--- src/rtl/sle_pkg.sv ---
package sle_pkg;
  localparam int WORD_W  = 10;
  localparam int TRS_LEN = 4;
  localparam int LN_W    = 11;
  localparam int IDX_W   = 3;

  localparam logic [WORD_W-1:0] PRE_ONES = 10'h3FF;
  localparam logic [WORD_W-1:0] PRE_ZERO = 10'h000;

  typedef enum logic [1:0] {
    INS_NONE = 2'd0,
    INS_EAV  = 2'd1,
    INS_SAV  = 2'd2
  } ins_kind_e;

  typedef struct packed {
    logic hb;
    logic vb;
    logic fld;
  } sync_s;

  // Timing reference status word with protection bits.
  function automatic logic [WORD_W-1:0] xyz_word(input logic f, input logic v, input logic h);
    logic [3:0] prot;
    prot = {v ^ h, f ^ h, f ^ v, f ^ v ^ h};
    return {1'b1, f, v, h, prot, 2'b00};
  endfunction

  function automatic logic [WORD_W-1:0] ln_low_word(input logic [LN_W-1:0] ln);
    return {~ln[6], ln[6:0], 2'b00};
  endfunction

  function automatic logic [WORD_W-1:0] ln_high_word(input logic [LN_W-1:0] ln);
    return {1'b1, 3'b000, ln[10:7], 2'b00};
  endfunction

  // Index of the last word of an inserted sequence.
  function automatic logic [IDX_W-1:0] seq_last(input ins_kind_e kind, input logic hd);
    return (kind == INS_EAV && hd) ? IDX_W'(TRS_LEN + 1) : IDX_W'(TRS_LEN - 1);
  endfunction
endpackage

--- src/rtl/sle_timing_detect.sv ---
module sle_timing_detect
  import sle_pkg::*;
#(
  parameter int LANES = 2
) (
  input  logic                      clk,
  input  logic                      rst_n,
  input  logic                      interlaced,
  input  logic [LANES*WORD_W-1:0]   in_data,
  input  sync_s                     in_sync,
  output logic [LANES*WORD_W-1:0]   tap_data,
  output sync_s                     tap_sync,
  output logic                      eav_start,
  output logic                      sav_start,
  output logic                      frame_hit
);
  localparam int DW = LANES * WORD_W;

  logic [DW-1:0] dly_data [TRS_LEN];
  sync_s         dly_sync [TRS_LEN];
  sync_s         prev_tap;
  logic          armed;
  logic          vb_rise;
  logic          fld_fall;

  always_ff @(posedge clk or negedge rst_n) begin
    if (!rst_n) begin
      for (int k = 0; k < TRS_LEN; k++) begin
        dly_data[k] <= '0;
        dly_sync[k] <= '0;
      end
      prev_tap <= '0;
      armed    <= 1'b0;
    end else begin
      dly_data[0] <= in_data;
      dly_sync[0] <= in_sync;
      for (int k = 1; k < TRS_LEN; k++) begin
        dly_data[k] <= dly_data[k-1];
        dly_sync[k] <= dly_sync[k-1];
      end
      prev_tap <= dly_sync[TRS_LEN-1];
      armed    <= (armed | fld_fall) & ~frame_hit;
    end
  end

  assign tap_data  = dly_data[TRS_LEN-1];
  assign tap_sync  = dly_sync[TRS_LEN-1];

  assign vb_rise   = tap_sync.vb & ~prev_tap.vb;
  assign fld_fall  = ~tap_sync.fld & prev_tap.fld;
  assign frame_hit = vb_rise & (~interlaced | armed | fld_fall);

  // End reference starts on the first blanking sample at the tap.
  assign eav_start = tap_sync.hb & ~prev_tap.hb;
  // Start reference: the sample now entering is the first active one,
  // so the tap holds the sample four places earlier.
  assign sav_start = dly_sync[0].hb & ~in_sync.hb;
endmodule

--- src/rtl/sle_line_counter.sv ---
module sle_line_counter
  import sle_pkg::*;
(
  input  logic             clk,
  input  logic             rst_n,
  input  logic             eav_start,
  input  logic             frame_hit,
  output logic [LN_W-1:0]  line_cnt,
  output logic             restart
);
  logic pending;

  assign restart = pending | frame_hit;

  always_ff @(posedge clk or negedge rst_n) begin
    if (!rst_n) begin
      line_cnt <= '0;
      pending  <= 1'b0;
    end else if (eav_start) begin
      line_cnt <= restart ? LN_W'(1) : line_cnt + LN_W'(1);
      pending  <= 1'b0;
    end else begin
      pending  <= restart;
    end
  end
endmodule

--- src/rtl/sle_insert_seq.sv ---
module sle_insert_seq
  import sle_pkg::*;
(
  input  logic             clk,
  input  logic             rst_n,
  input  logic             hd_mode,
  input  logic             eav_start,
  input  logic             sav_start,
  input  logic             eav_f,
  input  logic             eav_v,
  input  logic             sav_f,
  input  logic             sav_v,
  output ins_kind_e        cur_kind,
  output logic [IDX_W-1:0] cur_idx,
  output logic             cur_f,
  output logic             cur_v
);
  ins_kind_e        run_kind;
  logic [IDX_W-1:0] run_idx;
  logic             run_f;
  logic             run_v;

  always_comb begin
    if (eav_start) begin
      cur_kind = INS_EAV;
      cur_idx  = '0;
      cur_f    = eav_f;
      cur_v    = eav_v;
    end else if (sav_start) begin
      cur_kind = INS_SAV;
      cur_idx  = '0;
      cur_f    = sav_f;
      cur_v    = sav_v;
    end else begin
      cur_kind = run_kind;
      cur_idx  = run_idx;
      cur_f    = run_f;
      cur_v    = run_v;
    end
  end

  always_ff @(posedge clk or negedge rst_n) begin
    if (!rst_n) begin
      run_kind <= INS_NONE;
      run_idx  <= '0;
      run_f    <= 1'b0;
      run_v    <= 1'b0;
    end else begin
      if (cur_kind != INS_NONE && cur_idx != seq_last(cur_kind, hd_mode)) begin
        run_kind <= cur_kind;
        run_idx  <= cur_idx + IDX_W'(1);
      end else begin
        run_kind <= INS_NONE;
        run_idx  <= '0;
      end
      run_f <= cur_f;
      run_v <= cur_v;
    end
  end
endmodule

--- src/rtl/sle_lane_mux.sv ---
module sle_lane_mux
  import sle_pkg::*;
#(
  parameter int LANES = 2
) (
  input  logic [LANES*WORD_W-1:0] tap_data,
  input  ins_kind_e               cur_kind,
  input  logic [IDX_W-1:0]        cur_idx,
  input  logic                    cur_f,
  input  logic                    cur_v,
  input  logic [LN_W-1:0]         line_cnt,
  output logic [LANES*WORD_W-1:0] mux_data
);
  logic [WORD_W-1:0] ins_word;
  logic              ins_en;

  always_comb begin
    ins_en = (cur_kind != INS_NONE);
    case (cur_idx)
      3'd0:    ins_word = PRE_ONES;
      3'd1:    ins_word = PRE_ZERO;
      3'd2:    ins_word = PRE_ZERO;
      3'd3:    ins_word = xyz_word(cur_f, cur_v, cur_kind == INS_EAV);
      3'd4:    ins_word = ln_low_word(line_cnt);
      3'd5:    ins_word = ln_high_word(line_cnt);
      default: ins_word = PRE_ZERO;
    endcase
  end

  for (genvar g = 0; g < LANES; g++) begin : g_lane
    assign mux_data[g*WORD_W +: WORD_W] = ins_en ? ins_word : tap_data[g*WORD_W +: WORD_W];
  end
endmodule

--- src/rtl/sle_embedder.sv ---
module sle_embedder
  import sle_pkg::*;
#(
  parameter int LANES = 2
) (
  input  logic                    clk,
  input  logic                    rst_n,
  input  logic                    interlaced,
  input  logic                    hd_mode,
  input  logic [LANES*WORD_W-1:0] vin_data,
  input  logic                    vin_hblank,
  input  logic                    vin_vblank,
  input  logic                    vin_field,
  output logic [LANES*WORD_W-1:0] vout_data,
  output logic                    vout_eav,
  output logic                    vout_sav
);
  localparam int DW = LANES * WORD_W;

  sync_s            in_sync;
  logic [DW-1:0]    tap_data;
  sync_s            tap_sync;
  logic             eav_start;
  logic             sav_start;
  logic             frame_hit;
  logic             frame_restart;
  logic [LN_W-1:0]  line_cnt;
  ins_kind_e        cur_kind;
  logic [IDX_W-1:0] cur_idx;
  logic             cur_f;
  logic             cur_v;
  logic [DW-1:0]    mux_data;

  assign in_sync = '{hb: vin_hblank, vb: vin_vblank, fld: vin_field};

  sle_timing_detect #(.LANES(LANES)) u_detect (
    .clk       (clk),
    .rst_n     (rst_n),
    .interlaced(interlaced),
    .in_data   (vin_data),
    .in_sync   (in_sync),
    .tap_data  (tap_data),
    .tap_sync  (tap_sync),
    .eav_start (eav_start),
    .sav_start (sav_start),
    .frame_hit (frame_hit)
  );

  sle_line_counter u_lines (
    .clk      (clk),
    .rst_n    (rst_n),
    .eav_start(eav_start),
    .frame_hit(frame_hit),
    .line_cnt (line_cnt),
    .restart  (frame_restart)
  );

  sle_insert_seq u_seq (
    .clk      (clk),
    .rst_n    (rst_n),
    .hd_mode  (hd_mode),
    .eav_start(eav_start),
    .sav_start(sav_start),
    .eav_f    (tap_sync.fld),
    .eav_v    (tap_sync.vb),
    .sav_f    (vin_field),
    .sav_v    (vin_vblank),
    .cur_kind (cur_kind),
    .cur_idx  (cur_idx),
    .cur_f    (cur_f),
    .cur_v    (cur_v)
  );

  sle_lane_mux #(.LANES(LANES)) u_mux (
    .tap_data(tap_data),
    .cur_kind(cur_kind),
    .cur_idx (cur_idx),
    .cur_f   (cur_f),
    .cur_v   (cur_v),
    .line_cnt(line_cnt),
    .mux_data(mux_data)
  );

  always_ff @(posedge clk or negedge rst_n) begin
    if (!rst_n) begin
      vout_data <= '0;
      vout_eav  <= 1'b0;
      vout_sav  <= 1'b0;
    end else begin
      vout_data <= mux_data;
      vout_eav  <= (cur_kind == INS_EAV) && (cur_idx == IDX_W'(TRS_LEN - 1));
      vout_sav  <= (cur_kind == INS_SAV) && (cur_idx == IDX_W'(TRS_LEN - 1));
    end
  end
endmodule

--- config.mk ---
export PLATFORM = sky130hd
export DESIGN_NAME = sle_embedder
export DESIGN_NICKNAME = d
export VERILOG_FILES = /design/src/rtl/sle_pkg.sv /design/src/rtl/sle_timing_detect.sv /design/src/rtl/sle_line_counter.sv /design/src/rtl/sle_insert_seq.sv /design/src/rtl/sle_lane_mux.sv /design/src/rtl/sle_embedder.sv
export SDC_FILE = /design/constraint.sdc
export NUM_CORES = 1
export LEC_CHECK = 0
export ABC_AREA = 1
export ABC_CLOCK_PERIOD_IN_PS = 3650
export BUFFER_PORTS_ARGS = -buffer_cell sky130_fd_sc_hd__buf_2
export CAP_MARGIN = 30
export CELL_PAD_IN_SITES_DETAIL_PLACEMENT = 1
export CELL_PAD_IN_SITES_GLOBAL_PLACEMENT = 2
export CORE_ASPECT_RATIO = 1.75
export CORE_MARGIN = 2
export CORE_UTILIZATION = 30
export DETAILED_ROUTE_END_ITERATION = 8
export PLACE_DENSITY = 0.6
export SETUP_SLACK_MARGIN = 0.4
export SLEW_MARGIN = 10
export SYNTH_ARGS = -nofsm -noshare
export SYNTH_HDL_FRONTEND = slang
export SYNTH_HIERARCHICAL = 1
export SYNTH_SLANG_ARGS = --single-unit
--- constraint.sdc ---
create_clock -name clk -period 3.65 [get_ports clk]
set_input_delay 0.365 -clock clk [delete_from_list [all_inputs] [get_ports clk]]
set_output_delay 0.365 -clock clk [all_outputs]
set_load 0.05 [all_outputs]
==> qor.csv <==
stage,metric,value,unit
run_status,status,finished clean,
detailed_routing,drtIter0Drc,114,
detailed_routing,via_count,2666,
sta,report.final.hold_viol_count,0,
yosys,yosysWarnings,6,
final_layout,final_layout_size_suffix_gt1_share,24.7,%
min_path,whs_path_depth,1,
floorplanning,fp.dieH,169,um
min_path,min_path_type,primary input to flop,
clock_tree,numCtsBuffers,17,
setup_path,worstReg2RegEnd,vout_data[18],
setup_path,max_stage_delay,0.70,ns
detailed_routing,route.detailed.drc,0,
floorplanning,ios,49,
setup_path,crit_chain,inv_1 -> nor2_1 -> buf_4 -> nor3_1 -> nand2_1 -> nor2_2 -> inv_2 -> o21ai_1 -> nand2_1 -> nand2_1,
sta,slew_viol_final,0,
yosys,netlist_instances,386,
yosys,synth.avg_cell_area,12.1,um^2
clock_tree,cts_buffer_depth,2,
global_routing,grt_max_degree,72,
yosys,syn_nets,415,
sta,fin_ws,1.41,ns
placed_design,gp_congestion,0.825,
pwr,vdd_drop_max,415,uV
sta,finalCritPeriodShare,61.4,%
detailed_routing,totalWireLength,8710,um
pwr,power.density,738,mW/mm^2
min_path,hold_start,vin_data[10],
setup_path,r2r_setup_slack,1.41,ns
clock_tree,postCtsHoldBufs,1,
global_routing,grt_use_total,11.9,%
sta,setup_tns,0,ns
placed_design,place_area,0.00501,mm^2
final_layout,fin_cells,632,
clock_tree,clock-sinks,137,
setup_path,crit_buf_inv,3,
detailed_routing,firstDrtPassIters,4,
pwr,finalPower,4.12,mW
setup_path,worstSetupEndpointType,flop,
placed_design,port_buffers,48,
setup_path,worstPathArrival,2.59,ns
placed_design,dp_hpwl,6070,um
clock_tree,cts_setup_buffers,0,
sta,timing.slew.headroom,43.6,%
global_routing,gr-total-overflow,0,
clock_tree,cts.clk_slew.worst_paths,0.06,ns
setup_path,path_max_fanout,15,
setup_path,startpoint_type,flop,
floorplanning,start_util,30.4,%
sta,fin_worst_skew,0.00930,ns
detailed_routing,vias_per_cell,4.22,
floorplanning,num_rows,60,
setup_path,rr_worst_depth,10,
sta,rsz0062_at_grt,no,
sta,fin_hold_ws,0.0503,ns
pwr,p_leak,2.69,nW
final_layout,insertedDiodeCount,0,
clock_tree,cts_tree,yes,
floorplanning,die-area,0.0166,mm^2
clock_tree,cts-root-buf,clkbuf_16,
setup_path,worstPathRequired,4.00,ns
yosys,synth_area,0.00466,mm^2
final_layout,fillCellCount,1715,
floorplanning,fp.dieW,98.2,um
sta,setup_violations,0,
final_layout,finalInstanceArea,0.00558,mm^2
clock_tree,post_cts_resized,0,
setup_path,cp_slowest_cell,nor3_1,
sta,tightest_slew,0.840,ns
global_routing,grt_pass1_vias,2927,
setup_path,cpLargestDelayFamily,simple AND/OR/NAND/NOR gates,
final_layout,syn_to_final_growth,19.7,%
global_routing,grt_pass1_wl,15000,um
placed_design,dp.cells,599,
min_path,hold_end,u_detect/dly_data[70],
global_routing,antenna_found_initial,0,
setup_path,cpMostUsedCell,nand2_1,
sta,fmax,446,MHz
job,cap_viol_max_count,0,
setup_path,timing.rr.start,u_detect/tap_sync[2],
setup_path,criticalPathCategory,flop to flop,
final_layout,post-route-util,36.4,%
final_layout,num-nets-final,462,
clock_tree,htreeDepth,4,
detailed_routing,ant_nets,0,
floorplanning,coreArea,0.0153,mm^2
clock_tree,clkLatencyLatePin,0.42,ns
placed_design,pre_cts_ws,1.23,ns
detailed_routing,avgRoutedWirePerCell,13.8,um
sta,fin_crit,2.24,ns
==> registers in the layout, summed over array words and instances, names as in the netlist <==
name,count
u_lines/pending,1
u_lines/line_cnt,11
u_detect/dly_sync,9
vout_sav,1
u_seq/run_f,1
u_seq/run_v,1
vout_eav,1
u_detect/tap_sync,3
u_detect/armed,1
u_detect/tap_data,20
u_detect/dly_data,60
u_detect/prev_tap,3
u_seq/run_kind,2
vout_data,20
u_seq/run_idx,3
==> power breakdown <==
group / internal (mW) / switching (mW)
clock: 0.900 / 0.714
combinational: 0.166 / 0.563
sequential: 1.69 / 0.0896
total: 2.75 / 1.37
==> worst max-delay path by stage <==
stage	from	end	slack (ns)	cells past startpoint
6_report	u_detect/tap_sync[2]	vout_data[18]	1.41	10
5_1_grt	u_detect/dly_sync[11]	vout_data[0]	1.04	10
4_1_cts	u_detect/dly_sync[11]	vout_data[0]	1.33	10
3_5_place_dp	vin_hblank	vout_data[0]	1.23	10
3_3_place_gp	vin_hblank	vout_data[13]	1.31	10
2_1_floorplan	vin_hblank	vout_data[0]	1.94	8
==> placed cells by master (no fill, tap or decap), drive strengths merged <==
cell type    instances
a21oi               13
a31oi                1
buf                 52
clkbuf              18
clkinv               4
clkinvlp             3
dfrtp              137
dlygate4sd3          1
ha                   2
inv                 48
nand2               93
nand3               18
nand3b               3
nand4                5
nor2                25
nor3                 3
o21a                 1
o21ai               16
o21bai               1
xnor2                1
xor2                 1
==> final cells by class <==
type / instances / area [um^2] / area share, %
Sequential cell: 137 / 3430 / 61.5
Inverter: 41 / 154 / 2.76
Timing Repair Buffer: 53 / 307 / 5.50
Clock buffer: 18 / 429 / 7.70
Clock inverter: 14 / 131 / 2.36
Multi-Input combinational cell: 183 / 895 / 16.0
Tap cell: 186 / 233 / 4.17
==> worst reg2reg max path, cell delays in order (launching register included) <==
cell,delay (ns)
dfrtp_1,0.37
inv_1,0.05
nor2_1,0.03
buf_4,0.19
nor3_1,0.70
nand2_1,0.14
nor2_2,0.26
inv_2,0.09
o21ai_1,0.13
nand2_1,0.11
nand2_1,0.09
==> routing by layer <==
layer / share of wire (%) / GRT usage [%] / wire length, um
met1: 37 / 13.0 / 3260
met2: 57 / 21.4 / 5010
met3: 2.7 / 2.73 / 237
met4: 2.3 / 5.90 / 202
met5: 0 / 0 / 0
Note: power is estimated with default switching activity, not from simulation.
